<file path="src/rtl/upl_pkg.sv">
// Package: shared types of the inline upload writer.
// Assumes: nothing beyond a single clock domain.
package upl_pkg;
    typedef enum logic [1:0] {
        ST_IDLE  = 2'd0,
        ST_RUN   = 2'd1,
        ST_DRAIN = 2'd2
    } upl_state_e;
endpackage

</file>
<file path="src/rtl/upl_unpack.sv">
// Module: holds one payload word and hands it out one byte at a time,
// lowest byte first.
// Assumes: en is high only while a transfer runs; flush drops any bytes
// left over from the held word.
module upl_unpack #(
    parameter int DATA_W = 32
) (
    input  logic              clk,
    input  logic              rst_n,
    input  logic              en,
    input  logic              flush,
    input  logic              in_valid,
    output logic              in_ready,
    input  logic [DATA_W-1:0] in_data,
    input  logic              in_last,
    output logic              byte_valid,
    output logic [7:0]        byte_data,
    input  logic              byte_take,
    output logic              word_last
);
    localparam int LANES  = DATA_W / 8;
    localparam int LANE_W = $clog2(LANES);

    logic [DATA_W-1:0] word_q;
    logic [LANE_W-1:0] idx_q;
    logic              full_q;
    logic              last_q;

    // accept a new word only when the holding register is empty
    assign in_ready   = en && !full_q;
    assign byte_valid = full_q;
    assign byte_data  = word_q[{idx_q, 3'b000} +: 8];
    assign word_last  = last_q;

    // load words and step through their bytes
    always_ff @(posedge clk) begin
        if (!rst_n) begin
            word_q <= '0;
            idx_q  <= '0;
            full_q <= 1'b0;
            last_q <= 1'b0;
        end else if (flush) begin
            idx_q  <= '0;
            full_q <= 1'b0;
        end else if (in_valid && in_ready) begin
            word_q <= in_data;
            idx_q  <= '0;
            full_q <= 1'b1;
            last_q <= in_last;
        end else if (byte_take) begin
            if (idx_q == LANE_W'(LANES - 1)) begin
                idx_q  <= '0;
                full_q <= 1'b0;
            end else begin
                idx_q <= idx_q + LANE_W'(1);
            end
        end
    end

    // a byte is only taken when one is held
    p_take_held_r2: assert property (@(posedge clk) disable iff (!rst_n)
        byte_take |-> full_q);
endmodule

</file>
<file path="src/rtl/upl_addr_gen.sv">
// Module: captures the region settings at load and walks column and line
// counters, giving the destination byte address of the next payload byte.
// Assumes: load only when line length and line count are both non-zero.
module upl_addr_gen #(
    parameter int ADDR_W = 16,
    parameter int LEN_W  = 12,
    parameter int CNT_W  = 8
) (
    input  logic              clk,
    input  logic              rst_n,
    input  logic              load,
    input  logic [ADDR_W-1:0] cfg_addr,
    input  logic [ADDR_W-1:0] cfg_pitch,
    input  logic [LEN_W-1:0]  cfg_len,
    input  logic [CNT_W-1:0]  cfg_cnt,
    input  logic              step,
    output logic [ADDR_W-1:0] cur_addr,
    output logic              last_byte
);
    logic [ADDR_W-1:0] base_q;
    logic [ADDR_W-1:0] pitch_q;
    logic [LEN_W-1:0]  len_q;
    logic [CNT_W-1:0]  cnt_q;
    logic [LEN_W-1:0]  col_q;
    logic [CNT_W-1:0]  line_q;
    logic              line_end;

    // column wraps at the line length; the final byte ends the last line
    assign line_end  = (col_q == len_q - LEN_W'(1));
    assign last_byte = line_end && (line_q == cnt_q - CNT_W'(1));
    assign cur_addr  = base_q + ADDR_W'(col_q);

    // capture settings at load, then advance one byte per step
    always_ff @(posedge clk) begin
        if (!rst_n) begin
            base_q  <= '0;
            pitch_q <= '0;
            len_q   <= '0;
            cnt_q   <= '0;
            col_q   <= '0;
            line_q  <= '0;
        end else if (load) begin
            base_q  <= cfg_addr;
            pitch_q <= cfg_pitch;
            len_q   <= cfg_len;
            cnt_q   <= cfg_cnt;
            col_q   <= '0;
            line_q  <= '0;
        end else if (step) begin
            if (line_end) begin
                col_q  <= '0;
                line_q <= line_q + CNT_W'(1);
                base_q <= base_q + pitch_q;
            end else begin
                col_q <= col_q + LEN_W'(1);
            end
        end
    end

    // a stepped byte always lies inside the current line and region
    p_col_in_line_r4: assert property (@(posedge clk) disable iff (!rst_n)
        step |-> (col_q < len_q) && (line_q < cnt_q));
endmodule

</file>
<file path="src/rtl/upl_wr_port.sv">
// Module: one-entry output register for byte writes; turns a byte address
// into a word address plus a single-lane strobe.
// Assumes: issue is raised only when can_issue is high.
module upl_wr_port #(
    parameter int ADDR_W = 16,
    parameter int DATA_W = 32
) (
    input  logic                clk,
    input  logic                rst_n,
    input  logic                issue,
    input  logic [ADDR_W-1:0]   byte_addr,
    input  logic [7:0]          byte_data,
    output logic                can_issue,
    output logic                wr_valid,
    input  logic                wr_ready,
    output logic [ADDR_W-1:0]   wr_addr,
    output logic [DATA_W-1:0]   wr_data,
    output logic [DATA_W/8-1:0] wr_strb
);
    localparam int LANES  = DATA_W / 8;
    localparam int LANE_W = $clog2(LANES);

    // the slot is free when empty or being emptied this cycle
    assign can_issue = !wr_valid || wr_ready;

    // load a request or retire the accepted one
    always_ff @(posedge clk) begin
        if (!rst_n) begin
            wr_valid <= 1'b0;
            wr_addr  <= '0;
            wr_data  <= '0;
            wr_strb  <= '0;
        end else if (issue) begin
            wr_valid <= 1'b1;
            wr_addr  <= {byte_addr[ADDR_W-1:LANE_W], {LANE_W{1'b0}}};
            wr_data  <= {LANES{byte_data}};
            wr_strb  <= LANES'(1) << byte_addr[LANE_W-1:0];
        end else if (wr_ready) begin
            wr_valid <= 1'b0;
        end
    end

    p_hold_stall_r11: assert property (@(posedge clk) disable iff (!rst_n)
        (wr_valid && !wr_ready) |=> wr_valid && $stable(wr_addr)
                                    && $stable(wr_data) && $stable(wr_strb));
    p_one_lane_r4: assert property (@(posedge clk) disable iff (!rst_n)
        wr_valid |-> ($countones(wr_strb) == 1));
endmodule

</file>
<file path="src/rtl/upl_inline_writer.sv">
// Module: inline upload writer top. Sequences launch, byte placement and
// completion across the unpacker, address walker and write register.
// Assumes: launch is a single-cycle pulse; the payload holds at least
// line_bytes*line_count bytes, and its final word carries in_last.
module upl_inline_writer #(
    parameter int ADDR_W = 16,
    parameter int LEN_W  = 12,
    parameter int CNT_W  = 8,
    parameter int DATA_W = 32
) (
    input  logic                clk,
    input  logic                rst_n,
    input  logic                launch,
    input  logic [ADDR_W-1:0]   cfg_dst_addr,
    input  logic [ADDR_W-1:0]   cfg_dst_pitch,
    input  logic [LEN_W-1:0]    cfg_line_bytes,
    input  logic [CNT_W-1:0]    cfg_line_count,
    input  logic                in_valid,
    output logic                in_ready,
    input  logic [DATA_W-1:0]   in_data,
    input  logic                in_last,
    output logic                wr_valid,
    input  logic                wr_ready,
    output logic [ADDR_W-1:0]   wr_addr,
    output logic [DATA_W-1:0]   wr_data,
    output logic [DATA_W/8-1:0] wr_strb,
    output logic                done
);
    import upl_pkg::*;

    upl_state_e        state_q;
    logic              launch_ok, empty_cfg, load, take, fire, flush;
    logic              byte_valid, can_issue, last_byte, word_last;
    logic [7:0]        byte_data;
    logic [ADDR_W-1:0] cur_addr;

    // launch is honoured only when idle; empty regions finish at once
    assign launch_ok = (state_q == ST_IDLE) && launch;
    assign empty_cfg = (cfg_line_bytes == '0) || (cfg_line_count == '0);
    assign load      = launch_ok && !empty_cfg;
    assign take      = (state_q == ST_RUN) && byte_valid && can_issue;
    assign fire      = wr_valid && wr_ready;
    assign flush     = load || ((state_q == ST_DRAIN) && fire);

    upl_unpack #(.DATA_W(DATA_W)) u_unpack (
        .clk(clk), .rst_n(rst_n), .en(state_q == ST_RUN), .flush(flush),
        .in_valid(in_valid), .in_ready(in_ready), .in_data(in_data),
        .in_last(in_last), .byte_valid(byte_valid), .byte_data(byte_data),
        .byte_take(take), .word_last(word_last)
    );

    upl_addr_gen #(.ADDR_W(ADDR_W), .LEN_W(LEN_W), .CNT_W(CNT_W)) u_addr (
        .clk(clk), .rst_n(rst_n), .load(load), .cfg_addr(cfg_dst_addr),
        .cfg_pitch(cfg_dst_pitch), .cfg_len(cfg_line_bytes),
        .cfg_cnt(cfg_line_count), .step(take), .cur_addr(cur_addr),
        .last_byte(last_byte)
    );

    upl_wr_port #(.ADDR_W(ADDR_W), .DATA_W(DATA_W)) u_wr (
        .clk(clk), .rst_n(rst_n), .issue(take), .byte_addr(cur_addr),
        .byte_data(byte_data), .can_issue(can_issue), .wr_valid(wr_valid),
        .wr_ready(wr_ready), .wr_addr(wr_addr), .wr_data(wr_data),
        .wr_strb(wr_strb)
    );

    // transfer state machine and done pulse
    always_ff @(posedge clk) begin
        if (!rst_n) begin
            state_q <= ST_IDLE;
            done    <= 1'b0;
        end else begin
            done <= 1'b0;
            case (state_q)
                ST_IDLE: begin
                    if (launch_ok) begin
                        if (empty_cfg) done <= 1'b1;
                        else           state_q <= ST_RUN;
                    end
                end
                ST_RUN: begin
                    if (take && last_byte) state_q <= ST_DRAIN;
                end
                ST_DRAIN: begin
                    if (fire) begin
                        state_q <= ST_IDLE;
                        done    <= 1'b1;
                    end
                end
                default: state_q <= ST_IDLE;
            endcase
        end
    end

    p_no_input_idle_r10: assert property (@(posedge clk) disable iff (!rst_n)
        (state_q != ST_RUN) |-> !in_ready);
    p_quiet_idle_r9: assert property (@(posedge clk) disable iff (!rst_n)
        (state_q == ST_IDLE) |-> !wr_valid);
    p_done_after_write_r9: assert property (@(posedge clk) disable iff (!rst_n)
        (done && !$past(launch)) |-> $past(wr_valid && wr_ready));
    p_last_word_r2: assert property (@(posedge clk) disable iff (!rst_n)
        ((state_q == ST_DRAIN) && fire) |-> word_last);
endmodule

</file>
<file path="config.mk">
export PLATFORM = sky130hd
export DESIGN_NAME = upl_inline_writer
export DESIGN_NICKNAME = d
export VERILOG_FILES = /design/src/rtl/upl_pkg.sv /design/src/rtl/upl_unpack.sv /design/src/rtl/upl_addr_gen.sv /design/src/rtl/upl_wr_port.sv /design/src/rtl/upl_inline_writer.sv
export SDC_FILE = /design/constraint.sdc
export NUM_CORES = 1
export LEC_CHECK = 0
export BUFFER_PORTS_ARGS = -buffer_cell sky130_fd_sc_hd__buf_2
export CELL_PAD_IN_SITES_DETAIL_PLACEMENT = 0
export CELL_PAD_IN_SITES_GLOBAL_PLACEMENT = 1
export CORE_ASPECT_RATIO = 0.8
export CORE_UTILIZATION = 46
export CTS_BUF_LIST = sky130_fd_sc_hd__clkbuf_2 sky130_fd_sc_hd__clkbuf_4 sky130_fd_sc_hd__clkbuf_8
export DETAILED_ROUTE_END_ITERATION = 12
export PLACE_DENSITY = 0.86
export SLEW_MARGIN = 20
export SYNTH_ARGS = -nofsm -noshare
export SYNTH_HDL_FRONTEND = slang
export SYNTH_SLANG_ARGS = --single-unit
</file>
<file path="constraint.sdc">
create_clock -name clk -period 4.9 [get_ports clk]
set_input_delay 0.245 -clock clk [delete_from_list [all_inputs] [get_ports clk]]
set_output_delay 0.245 -clock clk [all_outputs]
set_load 0.005 [all_outputs]
</file>
* Yosys cells after proc, flatten, opt, wreduce, memory -nomap -nowiden
Index checks and enable logic that the tools add are counted.
** Storage, ports and cells
- Word-level logic and storage cells :: 86
- Flip-flop bits (word level) :: 161
- Output and inout bits :: 55
- Bits of input ports :: 90
** Operators by class
- Reductions and logical operators :: 32
- Muxes and demuxes :: 19
- Equal/unequal tests :: 9
- Add/sub/neg operators :: 7
- Shifts and indexed selects :: 2
- Bitwise operators :: 2
** Operators with widths (count)
- $mux 16 :: 3
- $shiftx 32x6->8 :: 1
- $add 16x12->16 :: 1
- $add 16x16->16 :: 1
- $add 12x1->12 const B :: 1
- $eq 12x12->1 :: 1
- $logic_not 12->1 :: 1
- $mux 12 :: 1
- $sub 12x1->12 const B :: 1
- $logic_and 1x1->1 :: 10
- $mux 2 :: 5
- $reduce_bool 2->1 :: 5
- $add 8x1->8 const B :: 1
- $eq 8x8->1 :: 1
- $logic_not 8->1 :: 1
- $mux 1 :: 8
- $ne 2x2->1 const B :: 4
- $reduce_and 2->1 :: 4
- $sub 8x1->8 const B :: 1
- $pmux 2 s3 :: 1
- $eq 2x2->1 const B :: 2
- $reduce_and 4->1 :: 1
- $reduce_or 2->1 :: 2
- $shl 1x2->4 const A :: 1
- 8 further kinds :: 13

* Logic depth before layout (Yosys ltp)
- Word-level depth :: 7
- Depth in mapped cells :: 11
- Depth with buffers taken out :: 10

* Modules after synthesis
From an unflattened synthesis, not the netlist that was laid out.
** Second synthesis, totals
- Cells, all modules :: 880
- Area, all modules :: 7957.6 um2
** By module, submodules not included
- upl_addr_gen :: seq. area each 1441.4 um2, area an instance 4785.8 um2, times used 1, cells an instance 566
- upl_unpack :: seq. area each 720.7 um2, area an instance 1700.4 um2, times used 1, cells an instance 168
- upl_wr_port :: seq. area each 540.5 um2, area an instance 1261.2 um2, times used 1, cells an instance 116
- upl_inline_writer :: seq. area each 60.1 um2, area an instance 210.2 um2, times used 1, cells an instance 30

* Least setup slack after synthesis
No wires, ideal clock.
- Path type :: flip-flop to flip-flop
- Start point :: register u_addr.len_q[0]
- End point :: register state_q[0]
- Required time :: 4772 ps
- Library setup time :: 128 ps
- Buffers on the path :: 2
- Clock period less this slack :: 2983 ps
- Arrival time :: 2855 ps
- Setup slack :: 1917 ps
- Cell stages (with the launch flop) :: 11
- Cell sequence :: dfxtp_1 > clkbuf_1 > inv_1 > ha_1 > or4b_1 > or3_1 > a2111oi_4 > nand4_1 > buf_2 > nor4_2 > o21ai_0
** Between the ends
- Longest elaborated chain between the ends :: 6
** Ends and longest elaborated chain
- from (decl) :: line upl_addr_gen.sv:22 : logic [LEN_W-1:0] len_q;
- from (signal assigned) :: line upl_addr_gen.sv:45 : len_q <= cfg_len;
- $sub 12x1->12 :: line upl_addr_gen.sv:29 : assign line_end = (col_q == len_q - LEN_W'(1));
- $eq 12x12->1 :: line upl_addr_gen.sv:29
- $logic_and 1x1->1 :: line upl_addr_gen.sv:30 : assign last_byte = line_end && (line_q == cnt_q - CNT_W'(1));
- $logic_and 1x1->1 :: line upl_inline_writer.sv:81 : if (take && last_byte) state_q <= ST_DRAIN;
- $ne 2x2->1 (no line)
- $reduce_and 4->1 (no line)
- to (signal assigned) :: line upl_inline_writer.sv:81
- to (signal assigned) :: line upl_inline_writer.sv:85 : state_q <= ST_IDLE;
- to (signal assigned) :: line upl_inline_writer.sv:89 : default: state_q <= ST_IDLE;
- to (decl) :: line upl_inline_writer.sv:31 : upl_state_e state_q;
No other way between the ends.
A chain may end at the register's enable or synchronous reset.

* Worst setup path in the final report
- Start point :: register u_addr.len_q[0]
- End point :: register u_addr.line_q[5]
** Between the ends
- Longest elaborated chain between the ends :: 3
** Ends and longest elaborated chain
- $sub 12x1->12 :: line upl_addr_gen.sv:29
- $eq 12x12->1 :: line upl_addr_gen.sv:29
- $reduce_and 2->1 (no line)
- to (signal assigned) :: line upl_addr_gen.sv:52 : line_q <= line_q + CNT_W'(1);
- to (decl) :: line upl_addr_gen.sv:25 : logic [CNT_W-1:0] line_q;
No other way between the ends.

==> run summary <==
Clock Path Buffers = 2
DRT Pass-1 Iters = 6
Power Density = 306 nW/um^2
Rows = 41
Fmax = 0.269 GHz
Syn-to-layout area delta = 15.5%
Count of cell types in the netlist = 61
Tot Pwr = 2.67 mW
Wire per inst = 15.4 um
First-pass GRT wire length = 31.2 mm
Die area = 17000 um^2
Effective utilization at floorplan = 0.476
Leakage power = 3.72 nW
Min cycle time layout = 3710 ps
CTS tree = yes
Maximum number of pins on one net before global-route repair = 57
Clk slew on worst S/H paths = 80 ps
CP required = 5300 ps
Synthesis-stage register bit count = 137
Sink Count = 137
Final setup fails = 0
WL final = 19.6 mm
Die Height = 117 um
Max Cap Viol = 0
Post-layout nets = 1166
Setup TNS = 0 ps
DR vias/cell = 5.36
Ant diodes = 0
CP arrival = 4110 ps
Non-filler cells, final = 1269
Port buffer count = 141
Top cells by area, synth = dfxtp_1 (36%), nand2_1 (10%), a21oi_1 (7.9%)
Placed Cells = 1233
Final Max Slew Viols = 0
RePlAce Congestion = 0.825
Top Ports = 145
Gr ovfl total = 0
Mapped Area = 7560 um^2
RSZ-0062 raised after global routing = no
Share of post-route cells with drive strength above 1 = 0.187
DP Wirelength = 14.1 mm
Post_cts resized = 0
Core Region = 15900 um^2
Yosys top cell area share = 0.363
Most used DFF post-synth = dfxtp_1
Mean Syn Cell Area = 7.97 um^2
Area leader, netlist = dfxtp_1
Highest Signal Layer = met4
Hold Path Class = input pin to flop
Root Driver = clkbuf_8
Routed Antenna Nets = 0
Worst Setup Path Type = flop to flop
Initial antenna violation count = 0
Async S/R FF share, synth = 0
VDD IR max = 0.000205 V
Least-Margin Pin Slew = 979 ps
Detailed-route DRC error count = 0
GRT Total Usage = 0.235
CTS Buf Count = 17
# Post-CTS Setup Buffers = 0
Post-synthesis instance total = 949
Met3 WL = 1.06 mm
Critical path endpoint category = flop
Iteration-0 DRC Markers = 401
Post-synth EDFFs = 0
Met2 WL = 8.15 mm
Relative slew slack = 0.331
H-tree depth = 4
Sequential area share after synthesis = 0.363
FILL cells = 1556
Tcrit/Tclk final = 0.757
Vias in the first global route = 6110
Synth Warn # = 0
Clk_skew = 11.1 ps
Status = finished, final reports clean
Die width = 145 um
Worst Path Max Fanout = 18
Endpoints failing hold = 0
DRT met1 WL = 10.1 mm
CP startpoint kind = flop
Vias = 6800
Worst-Skew Late Latency = 450 ps
Post-layout util = 0.549
placed cells by master (no fill, tap or decap), types with 6 or more instances in the layout:
master    Yosys  final
xnor2_1      29     29
or4_1         9      9
buf_4        26      8
nand3_1      31     31
nor2b_1      14     14
inv_1        15     15
and3_1       10     10
a211oi_1      7      7
a21o_1        9      9
o211ai_1     11     11
mux2i_1      14     14
nor4_1        7      7
xor2_1       26     26
nand4_1      13     13
buf_2         2    141
nand2_1     211    210
ha_1         32     32
o31ai_1       6      6
o21a_1        6      6
nor2_1       40     40
mux4_2        8      8
dfxtp_1     137    137
a21oi_1     120    120
and2_1        7      7
nor3_1       13     12
clkbuf_8      0     20
o21ai_0      24     24
power breakdown:
group / total, mW / internal (mW) / switching [mW]
Clock: 1.09 / 0.644 / 0.441
Combinational: 0.371 / 0.155 / 0.216
Sequential: 1.21 / 1.16 / 0.0519
routing by layer:
layer  track usage  up-vias
met5             0        -
met4        0.0786        0
met3        0.0504       23
met2         0.352      147
met1         0.335     3136
li1              -     3494
cell type report:
cell class / count / area, um^2 / area share
multi-input combinational: 716 / 4380 / 0.501
clock buffer: 20 / 275 / 0.0315
clock inverter: 11 / 194 / 0.0222
inverter: 16 / 60.1 / 0.00688
timing repair buffer: 154 / 816 / 0.0934
tap: 215 / 269 / 0.0308
sequential: 137 / 2740 / 0.314
through the flow:
stage / hold WS (ps) / area, um^2 / worst slack (ps)
after global placement: 439 / 8210 / 1280
after global routing: 1.29 / 8730 / 929
after detailed placement: 446 / 8210 / 1250
after CTS: 1.88 / 8720 / 1220
after floorplan: 361 / 7570 / 1920
final: 24.0 / 8730 / 1190
cells in the mapped netlist (all sizes together), types with 8 or more instances:
| cell | instances |
|---|---|
| dfxtp | 137 |
| ha | 32 |
| or4 | 9 |
| a21o | 9 |
| o211ai | 11 |
| buf | 34 |
| nor2 | 40 |
| and3 | 10 |
| nor3 | 13 |
| nand4 | 13 |
| xnor2 | 29 |
| a21oi | 120 |
| o21ai | 24 |
| nor2b | 14 |
| xor2 | 26 |
| inv | 16 |
| nand2 | 211 |
| nand3 | 31 |
| nor4 | 8 |
| mux4 | 8 |
| mux2i | 14 |
| clkbuf | 47 |
sequential cells by signal, indices dropped and copies added (netlist names):
signal / count
u_unpack.word_q: 32
u_addr.base_q: 16
u_addr.pitch_q: 16
u_wr.wr_addr: 14
u_addr.col_q: 12
u_addr.len_q: 12
u_addr.cnt_q: 8
u_addr.line_q: 8
u_wr.wr_data: 8
u_wr.wr_strb: 4
state_q: 2
u_unpack.idx_q: 2
done: 1
u_unpack.byte_valid: 1
u_wr.wr_valid: 1
final timing paths:
kind / slack, ps / endpoint / cells after the start / from
max: 1190 / u_addr.line_q[5]$_SDFFE_PP0P_ / 8 / u_addr.len_q[0]$_SDFFE_PN0P_
min: 20 / u_addr.pitch_q[8]$_SDFFE_PN0P_ / 3 / cfg_dst_pitch[8]
max reg2reg: 1190 / u_addr.line_q[5]$_SDFFE_PP0P_ / 8 / u_addr.len_q[0]$_SDFFE_PN0P_
min reg2reg: 450 / u_wr.wr_addr[9]$_SDFFE_PN0P_ / 2 / u_wr.wr_addr[9]$_SDFFE_PN0P_
kinds of logic after synthesis:
group,after synthesis,share of synthesized area
and+or+nand+nor,382,0.232
adders and majority gates,34,0.0582
AOI/OAI and AO/OA,221,0.179
DFF,137,0.363
xor gates and xnor gates,55,0.0637
other,1,0.000496
muxes,22,0.0423
buffers and inverters,97,0.0614
what timing repair did:
action                                  4_1_cts  5_1_grt
endpoints found under the hold margin         5        0
hold buffers                                  5        0
endpoints found under the setup margin        0        0
critical path, cell delays in order, from the launching register on:
cell and delay (ps):
dfxtp_1 390, inv_1 90, ha_1 270, or4b_1 540, or3_1 440, a2111oi_4 480, nand4_1 670, or4_1 710
nand2_1 70
(Power assumes the default switching activity.)
